===== src/rtl/decslot_pkg.sv =====
// Shared defaults and types for the decode slot steering block.
package decslot_pkg;
    localparam int WIN_DEF   = 8;   // window entries presented per cycle
    localparam int NSLOT_DEF = 4;   // decoder slots
    localparam int UW_DEF    = 3;   // uop count field width
    localparam int OW_DEF    = 4;   // byte offset width (16-byte block)
    localparam int S0MAX_DEF = 4;   // largest uop count slot 0 decodes
    localparam int SMAX_DEF  = 1;   // largest uop count slots 1..N-1 decode
    localparam int CPLX_DEF  = 2;   // uop counts above this end the group

    typedef enum logic {
        HOLD_FREE = 1'b0,
        HOLD_WAIT = 1'b1
    } hold_e;
endpackage


===== src/rtl/decslot_class.sv =====
// Per-entry classifier: derives steering attributes from one descriptor.
// Assumes the offset of the previous entry is supplied (zero for entry 0,
// where has_prev is 0).
module decslot_class #(
    parameter int UW    = decslot_pkg::UW_DEF,
    parameter int OW    = decslot_pkg::OW_DEF,
    parameter int S0MAX = decslot_pkg::S0MAX_DEF,
    parameter int SMAX  = decslot_pkg::SMAX_DEF,
    parameter int CPLX  = decslot_pkg::CPLX_DEF
) (
    input  logic          has_prev,
    input  logic [UW-1:0] uops,
    input  logic [OW-1:0] off,
    input  logic [OW-1:0] prev_off,
    input  logic          br,
    input  logic          tk,
    input  logic          redir,
    input  logic [OW-1:0] tgt_off,
    output logic          need0,
    output logic          ends,
    output logic          ucode,
    output logic          wrap,
    output logic          below
);
    // Attribute decode for a single descriptor.
    always_comb begin
        need0 = (uops > UW'(SMAX));
        ucode = (uops > UW'(S0MAX));
        ends  = (uops > UW'(CPLX)) || (br && tk);
        wrap  = has_prev && (off <= prev_off);
        below = redir && (off < tgt_off);
    end
endmodule


===== src/rtl/decslot_scan.sv =====
// Ordered scan: walks the window once and assigns entries to slots.
// Assumes go is low whenever steering must be suppressed.
module decslot_scan #(
    parameter int WIN   = decslot_pkg::WIN_DEF,
    parameter int NSLOT = decslot_pkg::NSLOT_DEF,
    parameter int IW    = $clog2(WIN),
    parameter int CW    = $clog2(WIN + 1)
) (
    input  logic                   go,
    input  logic [WIN-1:0]         vld,
    input  logic [WIN-1:0]         need0,
    input  logic [WIN-1:0]         ends,
    input  logic [WIN-1:0]         ucode,
    input  logic [WIN-1:0]         wrap,
    input  logic [WIN-1:0]         below,
    output logic [NSLOT-1:0]       slot_vld,
    output logic [NSLOT-1:0][IW-1:0] slot_sel,
    output logic                   slot_ucode,
    output logic [CW-1:0]          take
);
    localparam int SLW = (NSLOT > 1) ? $clog2(NSLOT) : 1;
    localparam int NXW = SLW + 1;

    // Linear walk: skip redirect prefix, fill slots, stop at a group break.
    always_comb begin
        logic           stop;
        logic           skipping;
        logic [NXW-1:0] nxt;
        slot_vld   = '0;
        slot_sel   = '0;
        slot_ucode = 1'b0;
        take       = '0;
        stop       = !go;
        skipping   = 1'b1;
        nxt        = '0;
        for (int i = 0; i < WIN; i++) begin
            if (!stop) begin
                if (!vld[i]) begin
                    stop = 1'b1;
                end else if (skipping && below[i] && !wrap[i]) begin
                    take = take + CW'(1);
                end else begin
                    skipping = 1'b0;
                    if ((nxt != '0) && (wrap[i] || need0[i])) begin
                        stop = 1'b1;
                    end else begin
                        slot_vld[nxt[SLW-1:0]] = 1'b1;
                        slot_sel[nxt[SLW-1:0]] = IW'(i);
                        take = take + CW'(1);
                        if (ucode[i]) slot_ucode = 1'b1;
                        if (ends[i] || ucode[i] || (nxt == NXW'(NSLOT - 1)))
                            stop = 1'b1;
                        nxt = nxt + NXW'(1);
                    end
                end
            end
        end
    end
endmodule


===== src/rtl/decslot_hold.sv =====
// Microcode hold: after a microcode flow is steered, blocks steering
// until the sequencer acknowledges. Assumes issue only pulses when go was high.
module decslot_hold (
    input  logic clk,
    input  logic rst_n,
    input  logic issue,
    input  logic ack,
    output logic busy
);
    import decslot_pkg::*;

    hold_e state;

    // Wait-state register with synchronous active-low reset.
    always_ff @(posedge clk) begin
        if (!rst_n)                               state <= HOLD_FREE;
        else if (state == HOLD_WAIT && ack)       state <= HOLD_FREE;
        else if (state == HOLD_FREE && issue)     state <= HOLD_WAIT;
    end

    // Expose the wait state.
    always_comb busy = (state == HOLD_WAIT);
endmodule


===== src/rtl/decslot_steer.sv =====
// Top: steers window descriptors into a 4-1-1-1 decoder slot bank.
// Assumes descriptors are boundary aligned and presented in program order;
// the consumed count is returned combinationally to the window buffer.
module decslot_steer #(
    parameter int WIN   = decslot_pkg::WIN_DEF,
    parameter int NSLOT = decslot_pkg::NSLOT_DEF,
    parameter int UW    = decslot_pkg::UW_DEF,
    parameter int OW    = decslot_pkg::OW_DEF,
    parameter int S0MAX = decslot_pkg::S0MAX_DEF,
    parameter int SMAX  = decslot_pkg::SMAX_DEF,
    parameter int CPLX  = decslot_pkg::CPLX_DEF,
    localparam int IW   = $clog2(WIN),
    localparam int CW   = $clog2(WIN + 1)
) (
    input  logic                     clk,
    input  logic                     rst_n,
    input  logic [WIN-1:0]           ent_vld,
    input  logic [WIN-1:0][UW-1:0]   ent_uops,
    input  logic [WIN-1:0][OW-1:0]   ent_off,
    input  logic [WIN-1:0]           ent_br,
    input  logic [WIN-1:0]           ent_tk,
    input  logic                     redir_vld,
    input  logic [OW-1:0]            redir_off,
    input  logic                     dn_rdy,
    input  logic                     seq_ack,
    output logic [NSLOT-1:0]         slot_vld,
    output logic [NSLOT-1:0][IW-1:0] slot_sel,
    output logic                     slot_ucode,
    output logic [CW-1:0]            take_cnt,
    output logic                     seq_busy
);
    logic [WIN-1:0] need0, ends, ucode, wrap, below;
    logic           go;

    // Steering is allowed only with a ready downstream and no pending flow.
    always_comb go = dn_rdy && !seq_busy;

    for (genvar i = 0; i < WIN; i++) begin : g_cls
        localparam int PI = (i > 0) ? i - 1 : 0;
        decslot_class #(
            .UW(UW), .OW(OW), .S0MAX(S0MAX), .SMAX(SMAX), .CPLX(CPLX)
        ) u_cls (
            .has_prev (i > 0),
            .uops     (ent_uops[i]),
            .off      (ent_off[i]),
            .prev_off (ent_off[PI]),
            .br       (ent_br[i]),
            .tk       (ent_tk[i]),
            .redir    (redir_vld),
            .tgt_off  (redir_off),
            .need0    (need0[i]),
            .ends     (ends[i]),
            .ucode    (ucode[i]),
            .wrap     (wrap[i]),
            .below    (below[i])
        );
    end

    decslot_scan #(.WIN(WIN), .NSLOT(NSLOT), .IW(IW), .CW(CW)) u_scan (
        .go         (go),
        .vld        (ent_vld),
        .need0      (need0),
        .ends       (ends),
        .ucode      (ucode),
        .wrap       (wrap),
        .below      (below),
        .slot_vld   (slot_vld),
        .slot_sel   (slot_sel),
        .slot_ucode (slot_ucode),
        .take       (take_cnt)
    );

    decslot_hold u_hold (
        .clk   (clk),
        .rst_n (rst_n),
        .issue (slot_ucode),
        .ack   (seq_ack),
        .busy  (seq_busy)
    );
endmodule


===== config.mk =====
export PLATFORM = sky130hd
export DESIGN_NAME = decslot_steer
export DESIGN_NICKNAME = d
export VERILOG_FILES = /design/src/rtl/decslot_pkg.sv /design/src/rtl/decslot_class.sv /design/src/rtl/decslot_scan.sv /design/src/rtl/decslot_hold.sv /design/src/rtl/decslot_steer.sv
export SDC_FILE = /design/constraint.sdc
export NUM_CORES = 1
export LEC_CHECK = 0
export BUFFER_PORTS_ARGS = -buffer_cell sky130_fd_sc_hd__clkbuf_2
export CAP_MARGIN = 20
export CELL_PAD_IN_SITES_DETAIL_PLACEMENT = 1
export CELL_PAD_IN_SITES_GLOBAL_PLACEMENT = 2
export CORE_AREA = 4 4 117 119
export CTS_CLUSTER_DIAMETER = 50
export DETAILED_ROUTE_END_ITERATION = 10
export DIE_AREA = 0 0 121 123
export PLACE_DENSITY = 0.79
export SKIP_CTS_REPAIR_TIMING = 1
export SYNTH_ARGS = -nofsm -noshare
export SYNTH_HDL_FRONTEND = slang
export SYNTH_SLANG_ARGS = --single-unit

===== constraint.sdc =====
create_clock -name clk -period 16.55 [get_ports clk]
set_clock_uncertainty 0.2 [all_clocks]
set_input_delay 2.4825 -clock clk [delete_from_list [all_inputs] [get_ports clk]]
set_output_delay 2.4825 -clock clk [all_outputs]
set_load 0.05 [all_outputs]

==> metrics.md <==
| Metric | Value |
|---|---|
| Core ar. | `0.0126 sq mm` |
| Die area | `0.0149 sq mm` |
| Period minus WS final | `15300 ps` |
| Vias in the first global route | `4516` |
| Tightest Pin Transition | `913 ps` |
| Vias | `4228` |
| Top cells by area, synth | `ha_1 28%, inv_1 5.6%, nand2_1 5.5%` |
| Placed inst area | `0.00450 sq mm` |
| Crit. End Element | `output pin` |
| Initial antenna violation count | `0` |
| Final Cell Area | `0.00450 sq mm` |
| Filler Cell Count | `1632` |
| Max reg flops | `1` |
| Initial core utilization | `0.297` |
| Critical Path AT | `approximately 13000 ps` |
| Yosys reg bits | `1` |
| Row cnt | `41` |
| Yosys top cell area share | `0.285` |
| Crit path largest cell delay | `600 ps` |
| Post-DP HPWL | `between 10000 and 15000 microns` |
| Worst Reg-to-Reg Cells | `40` |
| Setup slack after layout | `around 1300 ps` |
| Remaining Overflow, GRT | `0` |
| CP required | `about 14000 ps` |
| Antenna-violating nets left | `0` |
| Port Buf Inserts | `108` |
| Die H | `around 120 microns` |
| Max rail drop VDD | `0.00952 mV` |
| Ratio of cells with drive above 1 in the final layout | `0.251` |
| First-pass GRT wire length | `22100 microns` |
| Largest area contributor in the netlist | `ha_1` |
| Syn Inst Count | `slightly above 500` |
| Crit path launch type | `input port` |
| Width of the die | `~120 microns` |
| RePlAce Congestion | `0.839` |
| I/O pin count | `between 100 and 150` |
| DRT Pass-1 Iters | `4` |
| Post-synth EDFFs | `0` |
| Post-synth cell types | `85` |
| Post-place setup slack | `976 ps` |
| Largest net degree at the start of global routing | `12` |
| R2R Setup Slk | `7020 ps` |
| Clock Latency Late Sink | `0 ps` |
| Slew HR | `0.376` |
| Outcome | `completed` |
| Post-DR wirelength/cell | `17.0 microns` |
| Final max-slew violation count | `0` |
| Total track usage | `0.179` |
| Register area share after synthesis | `0.00536` |
| FF-to-FF End | `u_hold.busy` |
| Setup Total Neg Slack | `0 ps` |
| Final net count | `a little under 800` |
| Post-Syn Area per Cell | `7.33 sq um` |
| Drt first-iter violations | `140` |
| WHS Endpoint | `u_hold.busy` |
| Synth Cell Area | `~0.0037 sq mm` |
| RSZ-0062 raised after global routing | `no` |
| Syn nets | `about 700` |
| Ant diodes | `0` |
| Clk slew on worst S/H paths | `0 ps` |
| Critical R2R Launch | `u_hold.busy` |
| Final setup viols | `0` |
| PwrDens | `20.3 mW/mm^2` |
| Crit Path Category | `input port to output pin` |
| Fmax achieved | `0.0654 GHz` |
| Most used DFF post-synth | `dfxtp_1` |
| Crit-path max FO | `11` |
| Hold Crit Depth | `3` |
| Hold Startpoint | `u_hold.busy` |
| Yosys Warn Count | `0` |
| MaxCap Viol Count | `0` |
| Post-synth ARST share | `0` |
| CP most frequent cell | `ha_1` |
| Vias per inst | `5.36` |
| Final hold viol count | `0` |
| Final worst path period share | `0.924` |
| Residual DRC count | `0` |
| Final wirelength | `13400 microns` |
| Static leakage | `2.29 nW` |
| Hold Crit Class | `register to register` |
| Synth-to-layout area growth | `20.4%` |
| CP max-delay cell | `o21ai_0` |
[power breakdown]
part	leakage, nW	switching (mW)	internal, mW	total (mW)
clock	0	0	0	0
sequential	0.00812	0.0000718	0.00256	0.00263
combinational	2.28	0.0535	0.0352	0.0887
[per-stage QoR]
stage	util	instances	total power [mW]	hold WS, ps
2_1_floorplan	-	510	0.0584	653
3_3_place_gp	0.358	789	0.0874	433
3_5_place_dp	0.358	789	0.0919	506
4_1_cts	0.358	789	0.0925	502
5_1_grt	0.358	789	0.104	541
6_report	0.358	789	0.0913	484
[layer usage]
| metal | GRT usage | wire, microns | vias to the layer above |
|---|---|---|---|
| li1 | - | - | 2123 |
| met1 | 0.235 | 6290 | 2019 |
| met2 | 0.338 | 6620 | 82 |
| met5 | 0 | 0 | - |
| met3 | 0.00823 | 427 | 4 |
| met4 | 0.00921 | 72 | 0 |
[cells in the final DEF, fill, tap and decap left out, drive strengths merged, types with 10 or more instances in the layout]
master  Yosys  routed
a211oi     10      10
a21oi      37      37
clkbuf      2     108
ha         85      85
inv        57      57
nand2      56      56
nand3      18      18
nor2       28      28
nor3       10      10
o211ai     13      13
o21ai      38      38
xor2       10      10
[worst max path at each step]
stage,end,start
finish,slot_vld[1],redir_off[2]
global route,slot_vld[1],redir_off[1]
CTS,slot_vld[1],redir_off[2]
detailed placement,slot_vld[1],redir_off[2]
global placement,slot_vld[1],redir_off[2]
floorplan,slot_sel[10],redir_off[3]
[area by class of cell]
class,count,area (sq um),area share
inverter,57,214,0.0476
multi-input combinational,446,3470,0.772
sequential,1,20.0,0.00445
tap,172,215,0.0478
timing repair buffer,113,578,0.128
[cells in the mapped netlist, types with 7 or more instances]
| library cell | n |
|---|---|
| ha_1 | 85 |
| inv_1 | 56 |
| nand2_1 | 55 |
| a21oi_1 | 37 |
| o21ai_0 | 31 |
| nor2_1 | 27 |
| nand3_1 | 16 |
| o211ai_1 | 12 |
| xor2_1 | 10 |
| a211oi_1 | 9 |
| nand2b_1 | 8 |
| nor3_1 | 8 |
| a21o_1 | 7 |
| xnor2_1 | 7 |
[cell families (layout without fill, tap and decap cells)]
family	Yosys count	in the layout	synth area share
compound gates	169	169	0.338
simple gates	165	165	0.236
fa+ha+maj	85	85	0.285
buf+inv	63	170	0.0660
xor+xnor	18	18	0.0442
mux	9	9	0.0258
flops	1	1	0.00536
[worst max-delay path, delay by kind of cell]
family,cells,cell delay (ps)
adder cells (fa/ha/maj),7,1820
buffers and inverters,6,1120
multiplexers,1,390
XOR/XNOR,2,590
AND/OR/NAND/NOR,10,1900
AO/OA/AOI/OAI,18,4300
(Power assumes the default switching activity.)
